$ cat src/rtl/wrr_pkg.sv
package wrr_pkg;
  typedef enum logic [2:0] {
    ST_IDLE,
    ST_DRAIN,
    ST_FETCH,
    ST_LO,
    ST_HI,
    ST_DONE
  } wrr_state_e;
endpackage

$ cat src/rtl/wrr_count.sv
module wrr_count #(
  parameter int CNT_W = 16
) (
  input  logic             clk,
  input  logic             rst_n,
  input  logic             load,
  input  logic [CNT_W-1:0] load_val,
  input  logic             dec,
  output logic             rem_one
);
  logic [CNT_W-1:0] rem_q;

  always_ff @(posedge clk) begin
    if (!rst_n)    rem_q <= '0;
    else if (load) rem_q <= load_val;
    else if (dec)  rem_q <= rem_q - CNT_W'(1);
  end

  assign rem_one = (rem_q == CNT_W'(1));

  // a byte is never taken when nothing remains
  a_r2_no_underflow: assert property (@(posedge clk) disable iff (!rst_n)
    dec |-> (rem_q != '0));
endmodule

$ cat src/rtl/wrr_residue.sv
module wrr_residue #(
  parameter int BYTE_W = 8
) (
  input  logic              clk,
  input  logic              rst_n,
  input  logic              xfer_start,
  input  logic              capture,
  input  logic [BYTE_W-1:0] cap_byte,
  input  logic              sw_clr,
  output logic              flag,
  output logic [BYTE_W-1:0] hold
);
  always_ff @(posedge clk) begin
    if (!rst_n) begin
      flag <= 1'b0;
      hold <= '0;
    end else begin
      if (capture) begin
        flag <= 1'b1;
        hold <= cap_byte;
      end else if (sw_clr || xfer_start) begin
        flag <= 1'b0;
      end
    end
  end

  a_r5_capture_sets: assert property (@(posedge clk) disable iff (!rst_n)
    capture |=> (flag && hold == $past(cap_byte)));
  a_r10_start_clears: assert property (@(posedge clk) disable iff (!rst_n)
    (xfer_start && !capture) |=> !flag);
  a_r11_sw_clear: assert property (@(posedge clk) disable iff (!rst_n)
    (sw_clr && !capture) |=> !flag);
  a_r11_hold_kept: assert property (@(posedge clk) disable iff (!rst_n)
    !capture |=> $stable(hold));
endmodule

$ cat src/rtl/wrr_ctrl.sv
module wrr_ctrl
  import wrr_pkg::*;
#(
  parameter int BYTE_W = 8,
  parameter int CNT_W  = 16,
  localparam int WORD_W = 2 * BYTE_W
) (
  input  logic              clk,
  input  logic              rst_n,
  input  logic              cmd_start,
  input  logic              cmd_chain,
  input  logic [CNT_W-1:0]  cmd_count,
  input  logic              word_valid,
  output logic              word_ready,
  input  logic [WORD_W-1:0] word_data,
  output logic              byte_valid,
  input  logic              byte_ready,
  output logic [BYTE_W-1:0] byte_data,
  output logic              cmd_done,
  input  logic              resid_flag,
  input  logic [BYTE_W-1:0] resid_hold,
  input  logic              rem_one,
  output logic              cnt_load,
  output logic              cnt_dec,
  output logic              xfer_start,
  output logic              capture,
  output logic [BYTE_W-1:0] cap_byte
);
  wrr_state_e        st_q, st_d;
  logic              chain_q;
  logic [WORD_W-1:0] word_q;
  logic              accept_start, byte_fire, word_fire, cnt_zero;

  assign cnt_zero     = (cmd_count == '0);
  assign accept_start = (st_q == ST_IDLE) && cmd_start;
  assign byte_valid   = (st_q == ST_DRAIN) || (st_q == ST_LO) || (st_q == ST_HI);
  assign word_ready   = (st_q == ST_FETCH);
  assign cmd_done     = (st_q == ST_DONE);
  assign byte_fire    = byte_valid && byte_ready;
  assign word_fire    = word_valid && word_ready;

  assign cnt_load   = accept_start;
  assign cnt_dec    = byte_fire;
  assign xfer_start = accept_start && !cnt_zero;
  assign capture    = (st_q == ST_LO) && byte_fire && rem_one && chain_q;
  assign cap_byte   = word_q[WORD_W-1:BYTE_W];

  always_comb begin
    unique case (st_q)
      ST_DRAIN: byte_data = resid_hold;
      ST_LO:    byte_data = word_q[BYTE_W-1:0];
      default:  byte_data = word_q[WORD_W-1:BYTE_W];
    endcase
  end

  always_comb begin
    st_d = st_q;
    unique case (st_q)
      ST_IDLE: begin
        if (cmd_start) begin
          if (cnt_zero)                    st_d = ST_DONE;
          else if (cmd_chain && resid_flag) st_d = ST_DRAIN;
          else                             st_d = ST_FETCH;
        end
      end
      ST_DRAIN: if (byte_fire) st_d = rem_one ? ST_DONE : ST_FETCH;
      ST_FETCH: if (word_fire) st_d = ST_LO;
      ST_LO:    if (byte_fire) st_d = rem_one ? ST_DONE : ST_HI;
      ST_HI:    if (byte_fire) st_d = rem_one ? ST_DONE : ST_FETCH;
      ST_DONE:  st_d = ST_IDLE;
      default:  st_d = ST_IDLE;
    endcase
  end

  always_ff @(posedge clk) begin
    if (!rst_n) begin
      st_q    <= ST_IDLE;
      chain_q <= 1'b0;
      word_q  <= '0;
    end else begin
      st_q <= st_d;
      if (accept_start) chain_q <= cmd_chain;
      if (word_fire)    word_q  <= word_data;
    end
  end

  a_r12_byte_stable: assert property (@(posedge clk) disable iff (!rst_n)
    (byte_valid && !byte_ready) |=> (byte_valid && $stable(byte_data)));
  a_r3_done_pulse: assert property (@(posedge clk) disable iff (!rst_n)
    cmd_done |=> !cmd_done);
  a_r4_zero_done: assert property (@(posedge clk) disable iff (!rst_n)
    (accept_start && cnt_zero) |=> (cmd_done && !byte_valid && !word_ready));
  a_r7_drain_first: assert property (@(posedge clk) disable iff (!rst_n)
    (accept_start && !cnt_zero && cmd_chain && resid_flag)
      |=> (byte_valid && byte_data == $past(resid_hold)));
  a_r9_normal_bus_first: assert property (@(posedge clk) disable iff (!rst_n)
    (accept_start && !cnt_zero && !cmd_chain) |=> word_ready);
endmodule

$ cat src/rtl/wide_rx_residue.sv
module wide_rx_residue #(
  parameter int BYTE_W = 8,
  parameter int CNT_W  = 16
) (
  input  logic                clk,
  input  logic                rst_n,
  input  logic                cmd_start,
  input  logic                cmd_chain,
  input  logic [CNT_W-1:0]    cmd_count,
  input  logic                word_valid,
  output logic                word_ready,
  input  logic [2*BYTE_W-1:0] word_data,
  output logic                byte_valid,
  input  logic                byte_ready,
  output logic [BYTE_W-1:0]   byte_data,
  output logic                cmd_done,
  output logic                resid_flag,
  input  logic                resid_clr
);
  logic              rem_one, cnt_load, cnt_dec, xfer_start, capture;
  logic [BYTE_W-1:0] cap_byte, resid_hold;

  wrr_ctrl #(.BYTE_W(BYTE_W), .CNT_W(CNT_W)) u_ctrl (
    .clk(clk), .rst_n(rst_n),
    .cmd_start(cmd_start), .cmd_chain(cmd_chain), .cmd_count(cmd_count),
    .word_valid(word_valid), .word_ready(word_ready), .word_data(word_data),
    .byte_valid(byte_valid), .byte_ready(byte_ready), .byte_data(byte_data),
    .cmd_done(cmd_done), .resid_flag(resid_flag), .resid_hold(resid_hold),
    .rem_one(rem_one), .cnt_load(cnt_load), .cnt_dec(cnt_dec),
    .xfer_start(xfer_start), .capture(capture), .cap_byte(cap_byte)
  );

  wrr_count #(.CNT_W(CNT_W)) u_count (
    .clk(clk), .rst_n(rst_n), .load(cnt_load), .load_val(cmd_count),
    .dec(cnt_dec), .rem_one(rem_one)
  );

  wrr_residue #(.BYTE_W(BYTE_W)) u_residue (
    .clk(clk), .rst_n(rst_n), .xfer_start(xfer_start), .capture(capture),
    .cap_byte(cap_byte), .sw_clr(resid_clr), .flag(resid_flag),
    .hold(resid_hold)
  );
endmodule

$ cat config.mk
export PLATFORM = sky130hd
export DESIGN_NAME = wide_rx_residue
export DESIGN_NICKNAME = d
export VERILOG_FILES = /design/src/rtl/wrr_pkg.sv /design/src/rtl/wrr_count.sv /design/src/rtl/wrr_residue.sv /design/src/rtl/wrr_ctrl.sv /design/src/rtl/wide_rx_residue.sv
export SDC_FILE = /design/constraint.sdc
export NUM_CORES = 1
export LEC_CHECK = 0
export BUFFER_PORTS_ARGS = -buffer_cell sky130_fd_sc_hd__buf_2
export CAP_MARGIN = 40
export CORE_ASPECT_RATIO = 0.7
export CORE_MARGIN = 2
export CORE_UTILIZATION = 54
export CTS_CLUSTER_DIAMETER = 120
export DETAILED_ROUTE_END_ITERATION = 7
export PLACE_DENSITY = 0.79
export SETUP_SLACK_MARGIN = 0.5
export SYNTH_ARGS = -nofsm -noshare
export SYNTH_HDL_FRONTEND = slang
export SYNTH_SLANG_ARGS = --single-unit
$ cat constraint.sdc
create_clock -name clk -period 2.4 [get_ports clk]
set_input_delay 0.48 -clock clk [delete_from_list [all_inputs] [get_ports clk]]
set_output_delay 0.48 -clock clk [all_outputs]
set_load 0.005 [all_outputs]
### Yosys cells after proc, flatten, opt, wreduce, memory -nomap -nowiden

Index checks and enable logic that the tools add are counted.

| operators by class | value |
|---|---|
| add/subtract/negate cells | 1 |
| reductions and logical operators | 18 |
| eq/ne operators | 10 |
| multiplexer cells | 14 |

Operators with widths:

| operator | count |
|---|---|
| $mux W16 | 2 |
| $mux W3 | 6 |
| $eq A16 B1 Y1 const B | 1 |
| $logic_not A16 Y1 | 1 |
| $pmux W8 S2 | 1 |
| $sub A16 B1 Y16 const B | 1 |
| $pmux W3 S4 | 1 |
| $logic_and A1 B1 Y1 | 8 |
| $eq A3 B2 Y1 const B | 2 |
| $eq A3 B3 Y1 const B | 2 |
| $ne A2 B1 Y1 const B | 2 |
| $ne A2 B2 Y1 const B | 2 |
| $reduce_and A4 Y1 | 1 |
| $reduce_bool A2 Y1 | 2 |
| $eq A3 B1 Y1 const B | 1 |
| $logic_not A3 Y1 | 1 |
| $logic_or A1 B1 Y1 | 3 |
| $mux W1 | 3 |
| $mux W2 | 1 |
| $reduce_or A2 Y1 | 1 |
| $logic_not A1 Y1 | 1 |

| storage, ports and cells | value |
|---|---|
| output and inout port bits | 12 |
| word-level logic and storage cells | 49 |
| input port bits | 39 |
| register bits | 45 |

### Logic depth before layout (Yosys ltp)

| depth | value |
|---|---|
| word-level depth | 8 |
| depth in mapped cells | 7 |
| mapped depth without buffers | 6 |

### Cells and area by module

From an unflattened synthesis, not the netlist that was laid out.

| unflattened totals | value |
|---|---|
| cells, all modules | 290 |
| area, all modules | 2,448.6 sq um |

By module, submodules not included:

| module | instances | cells an instance | area an instance (sq um) |
|---|---|---|---|
| wrr_ctrl | 1 | 164 | 1,262.5 |
| wrr_count | 1 | 98 | 849.6 |
| wrr_residue | 1 | 28 | 336.6 |

### Worst setup path before layout

No wires, ideal clock.

| timing path | value |
|---|---|
| kind | flip-flop to output port |
| start point | register u_ctrl.st_q[1] |
| end point | output port byte_data[0] |
| data arrival time | 1,293 ps |
| slack | 627 ps |
| path buffers | 2 |
| data required time | 1,920 ps |
| cell stages (with the launch flop) | 5 |
| path through | dfxtp_1 buf_2 buf_1 mux2i_1 o21ai_0 |

| on the way | value |
|---|---|
| word-level cells in the longest chain between the ends | 2 |
| elaborated cells between the ends (all ways) | 3 |
| those cells by class | eq/ne: 2; mux: 1 |

RTL lines:

| what | line | RTL |
|---|---|---|
| start, declared | wrr_ctrl.sv:29 | `wrr_state_e st_q, st_d;` |
| start signal, assigned | wrr_ctrl.sv:81 | `st_q <= st_d;` |
| $eq A3 B2 Y1 or $eq A3 B1 Y1 (tied branches) | wrr_ctrl.sv:49 | `unique case (st_q)` |
| $pmux W8 S2 * | wrr_ctrl.sv:49 |  |
| end, declared | wide_rx_residue.sv:15 | `output logic [BYTE_W-1:0] byte_data,` |

Every way passes the cells marked *; elsewhere a longest branch is shown, timed or not.

### Worst setup path in the final report

| timing path | value |
|---|---|
| start point | register u_count.rem_q[3] |
| end point | register u_count.rem_q[15] |

| on the way | value |
|---|---|
| word-level cells in the longest chain between the ends | 3 |

RTL lines:

| what | line | RTL |
|---|---|---|
| start, declared | wrr_count.sv:11 | `logic [CNT_W-1:0] rem_q;` |
| start signal, assigned | wrr_count.sv:15 | `else if (load) rem_q <= load_val;` |
| start signal, assigned | wrr_count.sv:16 | `else if (dec) rem_q <= rem_q - CNT_W'(1);` |
| $sub A16 B1 Y16 | wrr_count.sv:16 |  |
| $mux W16 | wrr_count.sv:16 |  |
| $mux W16 | wrr_count.sv:15 |  |

Every way passes these cells. The select of a mux whose other input is x is not followed.
A chain may end at the register's enable or synchronous reset.

==> impl_results.md <==
* Status: finished, final reports clean
* Final setup vio count at 0
* CP arrival at 2.11 ns
* Hold_sp: word_data[13]
* Clk root buf: clkbuf_8
* DR DRC count at 0
* Hold Path Sink: u_ctrl.word_q[13]
* Crit path launch type: flip-flop
* Layout area overhead at 20.1%
* Largest net degree at the start of global routing at 23
* Register area at 903 um2
* DR vias/cell at 6.19
* Critical Setup Path Class: reg2reg
* Synth Area per Inst at 7.91 um2
* Least-Margin Pin Slew at 0.700 ns
* WP data required at 2.63 ns
* Share of cells above drive strength 1 at 0.260
* Nets at 398
* Gr ovfl total at 0
* Number of synthesized flops with an enable pin at 0
* Drt total wl at 6.52 mm
* Clk Latency, worst-skew pair at 0.31 ns
* Post-layout util at 0.674
* Total number of vias at 2556
* Overall routing resource usage at 0.249
* Max Freq at 531 MHz
* CP bufs+invs at 0
* Worst r2r src: u_count.rem_q[3]
* Max Root-Sink Buffers at 2
* Clock slew seen by the registers of the worst setup and hold paths at 0.09 ns
* Async SR Flop Fraction at 0
* Flop2flop setup slack at 0.52 ns
* Post-synthesis cell count at 307
* HP Class: in2reg
* Netlist cell types at 54
* H-tree depth at 2
* I/O pin count at 51
* Most common cell after layout, fill and taps aside: nand2_1
* Syn nets at 348
* Number of antenna-violating nets in the routed design at 0
* Maximum capacitance violations at 0
* CP delay by family, top: simple AND/OR/NAND/NOR gates
* Kind of end point of the critical path: flip-flop
* Number of I/O port buffers at 50
* Crit path cell chain: nor4_4 > nand3_2 > or4_1 > a41oi_1
* Core area at 4330 um2
* Placer Congestion at 0.926
* Site Rows at 20
* Worst-path fanout max at 7
* Initial DRT Pass Iterations at 6
* Fin. Hold Viols at 0
* Peak supply drop at 0.000314 V
* Tcrit/Tclk final at 0.784
* Die Wd at 84.2 um
* Mapped cell area at 2430 um2
* Cell leakage power at 1.09 nW
* Sequential area share after synthesis at 0.371
* Worst Hold Slack at 0.400 ns
* Clock Skews at 0.00613 ns
* Detail Placement HPWL at 4.49 mm
* Commonest non-fill, non-tap cells in the layout: 60 x nand2_1, 50 x buf_2, 43 x dfxtp_1, 38 x a21oi_1, 21 x o21ai_0
* Relative slew slack at 0.528
* CP max-delay cell: or4_1
* Die ar. at 5060 um2
* Pwr per Cell Area at 618 nW/um2
* DR WL/cell at 15.8 um
* R2R cell count at 4
* Unrepaired setup endpoints after global routing: yes
* Crit Reg-Reg Endpoint: u_count.rem_q[15]
* ANT cells at 0
* Final Total Pwr at 1.80 mW
* Initial antenna violation count at 0
* Post-route setup TNS at 0 ns
* Sinks on Clock Net at 45
* CTS Buf Count at 5
* 1st-iter DRT viols at 209
* Fillers at 357
* Slew Viols, Final at 0
* YS warnings at 0
* Seq cells post-synth at 45
* Final min period at 1.88 ns
* Top FF cell, synth: dfxtp_1
* Worst hold stages at 3
* Area of the multi-input gates at 1450 um2
* Die Y at 60.1 um
* First-pass GRT wire length at 10.1 mm
* Vias in the first global route at 2109
* Initial Util at 0.561
* CTS tree: yes
* Slowest stage delay, CP at 0.51 ns
logic make-up after synthesis:
kind of cell | share of synthesized area
multiplexers | 0.0330
adder cells (fa/ha/maj) | 0.0103
XOR/XNOR | 0.00361
AND/OR/NAND/NOR | 0.258
flip-flops | 0.371
AO/OA/AOI/OAI | 0.278
buffers and inverters | 0.0458
power by group:
part	internal [mW]	switching (mW)	leakage, nW
Sequential	0.794	0.0570	0.367
Combinational	0.192	0.242	0.674
Clock	0.237	0.279	0.0478
Total	1.22	0.578	1.09
synth_stat cells (all sizes together), types with 2 or more instances:
library cell	instances	area share
a211oi	2	0.0062
a21oi	38	0.078
a2bb2oi	2	0.0072
a31oi	4	0.010
a32oi	2	0.0072
and2	3	0.0077
and4	2	0.0072
buf	8	0.018
clkbuf	14	0.022
dfxtp	45	0.37
ha	2	0.010
inv	4	0.0062
mux2i	8	0.033
nand2	61	0.094
nand2b	3	0.0077
nand3	14	0.029
nand4	4	0.010
nor2	5	0.0077
nor3	3	0.0062
nor3b	2	0.0082
nor4	8	0.029
o211ai	9	0.028
o21a	5	0.015
o21ai	24	0.049
o221ai	2	0.0072
o2bb2a	2	0.012
o311a	4	0.016
o31a	2	0.0077
or3	7	0.020
or4	3	0.012
worst reg2reg max path: stages, from the launching register on:
cell,delay [ns]
dfxtp_1,0.39
nor4_4,0.50
nand3_2,0.21
or4_1,0.51
a41oi_1,0.19
stage by stage:
stage | worst slack [ns] | cell area, um2 | std cells
2_1_floorplan | 0.627 | 2430 | 307
3_3_place_gp | 0.514 | 2720 | 399
3_5_place_dp | 0.450 | 2720 | 399
4_1_cts | 0.501 | 2850 | 409
5_1_grt | 0.391 | 2920 | 413
6_report | 0.518 | 2920 | 413
worst max-delay path by stage:
stage	start	endpoint	cells after the start
6_report	u_count.rem_q[3]	u_count.rem_q[15]	4
3_5_place_dp	u_ctrl.st_q[2]	u_count.rem_q[12]	4
5_1_grt	u_count.rem_q[3]	u_count.rem_q[15]	4
4_1_cts	u_ctrl.st_q[0]	byte_data[4]	4
2_1_floorplan	u_ctrl.st_q[1]	byte_data[0]	4
3_3_place_gp	u_ctrl.st_q[2]	u_count.rem_q[12]	4
flip-flops by register name, summed over array words and instances (netlist names):
signal / flops
u_count.rem_q: 16
u_ctrl.chain_q: 1
u_ctrl.st_q: 3
u_ctrl.word_q: 16
u_residue.flag: 1
u_residue.hold: 8
area by class of cell:
| cell class | count | area share |
|---|---|---|
| clock buffer | 6 | 0.0283 |
| clock inverter | 2 | 0.00558 |
| tap | 55 | 0.0236 |
| multi-input combinational | 236 | 0.498 |
| timing repair buffer | 65 | 0.130 |
| inverter | 4 | 0.00515 |
| sequential | 45 | 0.310 |
per-layer routing:
metal  track usage  vias up  share of wire
met1         0.356     1195           0.46
met4        0.0829        0         0.0084
met5             0        -              0
li1              -     1236              -
met3        0.0456        9          0.076
met2         0.381      116           0.45
repair_timing:
action | 4_1_cts | 5_1_grt
resized for setup | 4 | 13
setup buffers | 2 | 4
pin swaps | 1 | 2
hold buffers | 0 | 0
endpoints found under the setup margin | 10 | 22
Note: power is estimated with default switching activity, not from simulation.
